**src/rtl/sadc_pkg.sv**
```systemverilog
package sadc_pkg;

    typedef enum logic [1:0] {
        PH_IDLE = 2'd0,
        PH_CONV = 2'd1,
        PH_ACQ  = 2'd2
    } phase_e;

    typedef struct packed {
        logic cs_fall;
        logic cs_rise;
        logic sck_fall;
        logic sck_rise;
    } edges_t;

    // Bit placed on the line after k counted falling edges.
    function automatic logic pick_bit(input int unsigned k,
                                      input int unsigned lead,
                                      input int unsigned dw,
                                      input logic [31:0] word);
        if (k >= lead && k < lead + dw)
            return word[dw - 1 - (k - lead)];
        return 1'b0;
    endfunction

endpackage

```
**src/rtl/sadc_edge_det.sv**
```systemverilog
module sadc_edge_det
    import sadc_pkg::*;
(
    input  logic   clk,
    input  logic   rst,
    input  logic   cs_n,
    input  logic   sclk,
    output edges_t ev
);
    logic cs_q;
    logic sck_q;

    always_ff @(posedge clk) begin
        if (rst) begin
            cs_q  <= 1'b1;
            sck_q <= 1'b1;
        end else begin
            cs_q  <= cs_n;
            sck_q <= sclk;
        end
    end

    always_comb begin
        ev.cs_fall  = cs_q & ~cs_n;
        ev.cs_rise  = ~cs_q & cs_n;
        ev.sck_fall = sck_q & ~sclk;
        ev.sck_rise = ~sck_q & sclk;
    end
endmodule

```
**src/rtl/sadc_frame_ctr.sv**
```systemverilog
module sadc_frame_ctr #(
    parameter int CNT_W = 5,
    parameter int LIMIT = 16
) (
    input  logic             clk,
    input  logic             rst,
    input  logic             start,
    input  logic             step,
    output logic [CNT_W-1:0] cnt
);
    localparam logic [CNT_W-1:0] TOP = CNT_W'(LIMIT);

    always_ff @(posedge clk) begin
        if (rst)
            cnt <= '0;
        else if (start)
            cnt <= '0;
        else if (step && cnt < TOP)
            cnt <= cnt + 1'b1;
    end
endmodule

```
**src/rtl/sadc_phase_ctl.sv**
```systemverilog
module sadc_phase_ctl
    import sadc_pkg::*;
#(
    parameter int CNT_W   = 5,
    parameter int END_IDX = 11
) (
    input  logic             clk,
    input  logic             rst,
    input  edges_t           ev,
    input  logic [CNT_W-1:0] cnt,
    output phase_e           phase,
    output logic             next_valid,
    output logic             frame_valid,
    output logic             conv_done,
    output logic             conv_abort
);
    localparam logic [CNT_W-1:0] END_CNT = CNT_W'(END_IDX);

    always_ff @(posedge clk) begin
        if (rst) begin
            phase       <= PH_IDLE;
            next_valid  <= 1'b1;
            frame_valid <= 1'b0;
            conv_done   <= 1'b0;
            conv_abort  <= 1'b0;
        end else begin
            conv_done  <= 1'b0;
            conv_abort <= 1'b0;
            if (ev.cs_rise) begin
                if (phase == PH_CONV) begin
                    conv_abort <= 1'b1;
                    next_valid <= 1'b0;
                end
                phase <= PH_IDLE;
            end else if (ev.cs_fall) begin
                phase       <= PH_CONV;
                frame_valid <= next_valid;
            end else if (phase == PH_CONV && ev.sck_rise && cnt >= END_CNT) begin
                phase      <= PH_ACQ;
                conv_done  <= 1'b1;
                next_valid <= 1'b1;
            end
        end
    end
endmodule

```
**src/rtl/sadc_out_if.sv**
```systemverilog
module sadc_out_if
    import sadc_pkg::*;
#(
    parameter int DATA_W      = 10,
    parameter int LEAD_ZEROS  = 2,
    parameter int TRAIL_ZEROS = 4
) (
    input  logic              clk,
    input  logic              rst,
    input  logic              cs_n,
    input  logic              sclk,
    input  logic [DATA_W-1:0] sample_in,
    output logic              sdo,
    output logic              sdo_oe,
    output logic              conv_done,
    output logic              conv_abort,
    output logic              next_valid,
    output logic              frame_valid
);
    localparam int FRAME_LEN = LEAD_ZEROS + DATA_W + TRAIL_ZEROS;
    localparam int CNT_W     = $clog2(FRAME_LEN + 1);
    localparam int END_IDX   = LEAD_ZEROS + DATA_W - 1;

    edges_t            ev;
    logic [CNT_W-1:0]  cnt;
    phase_e            phase;
    logic [DATA_W-1:0] data_q;

    sadc_edge_det u_edge (
        .clk  (clk),
        .rst  (rst),
        .cs_n (cs_n),
        .sclk (sclk),
        .ev   (ev)
    );

    sadc_frame_ctr #(.CNT_W(CNT_W), .LIMIT(FRAME_LEN)) u_ctr (
        .clk   (clk),
        .rst   (rst),
        .start (ev.cs_fall),
        .step  (ev.sck_fall),
        .cnt   (cnt)
    );

    sadc_phase_ctl #(.CNT_W(CNT_W), .END_IDX(END_IDX)) u_phase (
        .clk         (clk),
        .rst         (rst),
        .ev          (ev),
        .cnt         (cnt),
        .phase       (phase),
        .next_valid  (next_valid),
        .frame_valid (frame_valid),
        .conv_done   (conv_done),
        .conv_abort  (conv_abort)
    );

    always_ff @(posedge clk) begin
        if (rst)
            data_q <= '0;
        else if (ev.cs_fall)
            data_q <= sample_in;
    end

    assign sdo_oe = (phase != PH_IDLE);
    assign sdo    = sdo_oe & frame_valid &
                    pick_bit(32'(cnt), LEAD_ZEROS, DATA_W, 32'(data_q));
endmodule

```
**config.mk**
```make
export PLATFORM = sky130hd
export DESIGN_NAME = sadc_out_if
export DESIGN_NICKNAME = d
export VERILOG_FILES = /design/src/rtl/sadc_pkg.sv /design/src/rtl/sadc_edge_det.sv /design/src/rtl/sadc_frame_ctr.sv /design/src/rtl/sadc_phase_ctl.sv /design/src/rtl/sadc_out_if.sv
export SDC_FILE = /design/constraint.sdc
export NUM_CORES = 1
export LEC_CHECK = 0
export ABC_CLOCK_PERIOD_IN_PS = 3000
export CORE_AREA = 2 2 53 55
export CTS_BUF_LIST = sky130_fd_sc_hd__clkbuf_4
export CTS_CLUSTER_DIAMETER = 80
export DETAILED_ROUTE_END_ITERATION = 10
export DIE_AREA = 0 0 55 57
export DONT_BUFFER_PORTS = 1
export SYNTH_ARGS = -nofsm -noshare
export SYNTH_HDL_FRONTEND = slang
export SYNTH_SLANG_ARGS = --single-unit
```
**constraint.sdc**
```tcl
create_clock -name clk -period 3 [get_ports clk]
set_input_delay 0.45 -clock clk [delete_from_list [all_inputs] [get_ports clk]]
set_output_delay 0.45 -clock clk [all_outputs]
set_load 0.01 [all_outputs]
```
==> impl_metrics.env <==
export IMPL_yosys_area_top_type_share_pct=41.12
export IMPL_synth_async_reset_ratio_pct=0
export IMPL_clock_fmax_mhz=358.0
export IMPL_worst_slew_pin_slew_ns=0.9897
export IMPL_cts_resized=0
export IMPL_synth_sequential_area_ratio_pct=41.12
export IMPL_diodes=0
export IMPL_initial_utilization_pct=42.82
export IMPL_gr_total_overflow=0
export IMPL_dpl_hpwl_mm=1.586
export IMPL_fin_setup_tns_ns=0
export IMPL_drcViolationCount=0
export IMPL_unique_masters_post_synth=36
export IMPL_cp_max_fo=7
export IMPL_postSynthRegisterBits=23
export IMPL_timing_clock_skew_ns=0.008072
export IMPL_gr_usage_met1_pct=20.07
export IMPL_cp_endpoint_kind="output pin"
export IMPL_post_synthesis_instance_area_um2=1120
export IMPL_crit_path_max_incr_delay_ns=0.48
export IMPL_die_h_um=57
export IMPL_critical_path_required_ns=2.55
export IMPL_io_pins=20
export IMPL_io_buffer_count=0
export IMPL_crit_chain="inv_1, ha_1, o21bai_1, a221oi_1, o22ai_1, a2111oi_2"
export IMPL_cts_hold_fix_bufs=0
export IMPL_synthesis_area_per_instance_um2=8.749
export IMPL_gpl_final_weighted_congestion=0.7452
export IMPL_cts_inserted_buffers=3
export IMPL_headroom_to_the_max_slew_limit_pct=33.89
export IMPL_clock_insertion_delay_worst_skew_ns=0.30
export IMPL_power_share_sequential_pct=64.1
export IMPL_leakage_power_figure_nw=0.4151
export IMPL_synthesis_instances=128
export IMPL_worst_path_dominant_cell_family="compound AO/OA/AOI/OAI gates"
export IMPL_final_layout_size_suffix_gt1_share_pct=9.524
export IMPL_core_region_area_um2=2615
export IMPL_critPathLaunch="u_ctr.cnt[1]"
export IMPL_slew_viol_final=0
export IMPL_fin_hold_ws_ns=0.1857
export IMPL_vias_in_the_first_global_route=840
export IMPL_cts_sinks=23
export IMPL_outcome="finished, final reports clean"
export IMPL_synthesis_nets=146
export IMPL_use_met3_pct=3.141
export IMPL_fp_dieW_um=55
export IMPL_clk_pin_slew_ns=0.13
export IMPL_grt_setup_unrepaired="no"
export IMPL_critical_path_n_buffers_inverters=1
export IMPL_regToRegStartpoint="u_ctr.cnt[0]"
export IMPL_wl_per_cell_um=13.46
export IMPL_growth_of_design_area_from_synthesis_to_finish_pct=2.905
export IMPL_yosys_top_cells_area="dfxtp_1, nand2_1, a21oi_1, ha_1, mux4_2"
export IMPL_synth_top_area_cell="dfxtp_1"
export IMPL_dpl_cell_count=153
export IMPL_initialDrtViolationCount=19
export IMPL_cts_root_buf="clkbuf_4"
export IMPL_intPower_uw=388.2
export IMPL_power_per_cell_area_nw_per_um2=445.1
export IMPL_timing_final_hold_violations=0
export IMPL_switchingPower_uw=124.8
export IMPL_drv_cap=0
export IMPL_final_min_clock_period_ns=2.793
export IMPL_cts_repair_timing_setup_buffer_count=0
export IMPL_synth_enable_flop_cells=0
export IMPL_p_comb_share_pct=9.1
export IMPL_crit_slowest_cell="a2111oi_2"
export IMPL_final_period_utilization_pct=93.10
export IMPL_ys_warn_count=0
export IMPL_row_count=19
export IMPL_setup_viol_count_final=0
export IMPL_hp_start="rst"
export IMPL_filler_cell_count=283
export IMPL_critical_path_class="flop to output pin"
export IMPL_global_route_usage_met2_pct=23.98
export IMPL_nets=145
export IMPL_globalRoute_busiestLayer="met2"
export IMPL_grt_pass1_wl_mm=3.525
export IMPL_cts_tree="done"
export IMPL_max_vdd_ir_drop_mv=0.2672
export IMPL_netSwitchingFraction_pct=24.32
export IMPL_stdcell_count=157
export IMPL_grt_antenna_before_repair=0
export IMPL_detailroute_via_count=871
export IMPL_min_delay_path_class="primary input to flop"
export IMPL_crit_path_start_kind="flop"
export IMPL_htree_depth=1
export IMPL_routed_via_density=5.548
export IMPL_groute_usage_overall_pct=15.09
export IMPL_clockBufferDepth=2
export IMPL_pin_count_of_the_biggest_net_entering_global_routing=19
export IMPL_pre_antenna_drt_iters=4
export IMPL_totalWireLength_mm=2.114
export IMPL_ys_dominant_reg_cell="dfxtp_1"
export IMPL_pwr_share_clk_pct=26.8
export IMPL_fp_dieArea_um2=3135
export IMPL_worst_ep_arrival_time_ns=2.34
export IMPL_postRouteAntennaNets=0
sequential cells by signal, indices dropped and copies added, names as in the netlist:
register             flops
u_edge.cs_q              1
u_phase.conv_abort       1
u_phase.next_valid       1
u_edge.sck_q             1
data_q                  10
u_phase.frame_valid      1
u_phase.conv_done        1
u_phase.phase            2
u_ctr.cnt                5
path summary, 6_finish.rpt:
kind         slack, ns               end  depth (start not counted)
max reg2reg       1.14  u_phase.phase[1]                          5
max               0.21               sdo                          6
min reg2reg       0.46         data_q[2]                          2
min               0.19  u_phase.phase[1]                          1
through the flow:
step / worst slack, ns / total power, mW / instance area, um^2 / utilization [%]
2_1_floorplan: 0.7485 / 0.3777 / 1120 / -
3_3_place_gp: 0.6246 / 0.3812 / 1125 / 43.01
3_5_place_dp: 0.5483 / 0.3827 / 1125 / 43.01
4_1_cts: 0.1839 / 0.5206 / 1152 / 44.07
5_1_grt: 0.04519 / 0.5418 / 1152 / 44.07
6_report: 0.2069 / 0.5130 / 1152 / 44.07
layer usage:
metal | up-vias | share of wire [%]
met5 | - | 0
met4 | 0 | 0.66
met1 | 417 | 48
met3 | 2 | 2.8
met2 | 13 | 49
li1 | 439 | -
cell families after synthesis:
kind of cell               share of synthesized area [%]
muxes                                              5.810
xor gates and xnor gates                           3.911
and+or+nand+nor                                    23.13
AOI/OAI and AO/OA                                  16.87
adders and majority gates                          4.469
buffers and inverters                              4.693
DFF                                                41.12
cell usage after synthesis, drive strengths merged (2+ instances only):
master,n
clkbuf,4
buf,2
o21ai,3
xnor2,3
mux4,2
nor2,9
nor2b,2
o311ai,2
ha,4
dfxtp,23
mux2i,2
xor2,2
inv,5
nand2b,3
or2,3
a21oi,15
nand2,27
a2111oi,2
worst reg2reg max path: cells and delay by family, from the launching register on:
kind,cells,cell delay (ns)
fa+ha+maj,1,0.26
compound gates,3,0.53
simple gates,1,0.42
flops,1,0.56
layout by cell type, fill, tap and decap left out, types with 2 or more instances in the layout:
cell type  synthesis  final
or2_2              3      3
nand2b_1           3      3
inv_1              5      5
mux2i_1            2      2
o21ai_0            3      3
nor2b_1            2      2
clkbuf_4           0      3
a21oi_1           15     15
dfxtp_1           23     23
nand2_1           27     27
ha_1               4      4
xnor2_1            3      3
nor2_1             9      9
mux4_2             2      2
xor2_1             2      2
power groups by stage:
stage	Clock, mW	Combinational (mW)	Sequential [mW]
final	0.138	0.0465	0.329
after global routing	0.158	0.0534	0.331
after CTS	0.145	0.0470	0.329
after detailed placement	0	0.0468	0.336
after global placement	0	0.0457	0.336
after floorplan	0	0.0467	0.331
area by class of cell:
class	count	area, um^2	area share [%]
inverter	5	18.77	1.629
multi-input combinational	94	606.8	52.66
sequential	23	460.4	39.96
clock buffer	3	22.52	1.954
tap	31	38.79	3.366
clock inverter	1	5.005	0.4343
(Power assumes the default switching activity.)
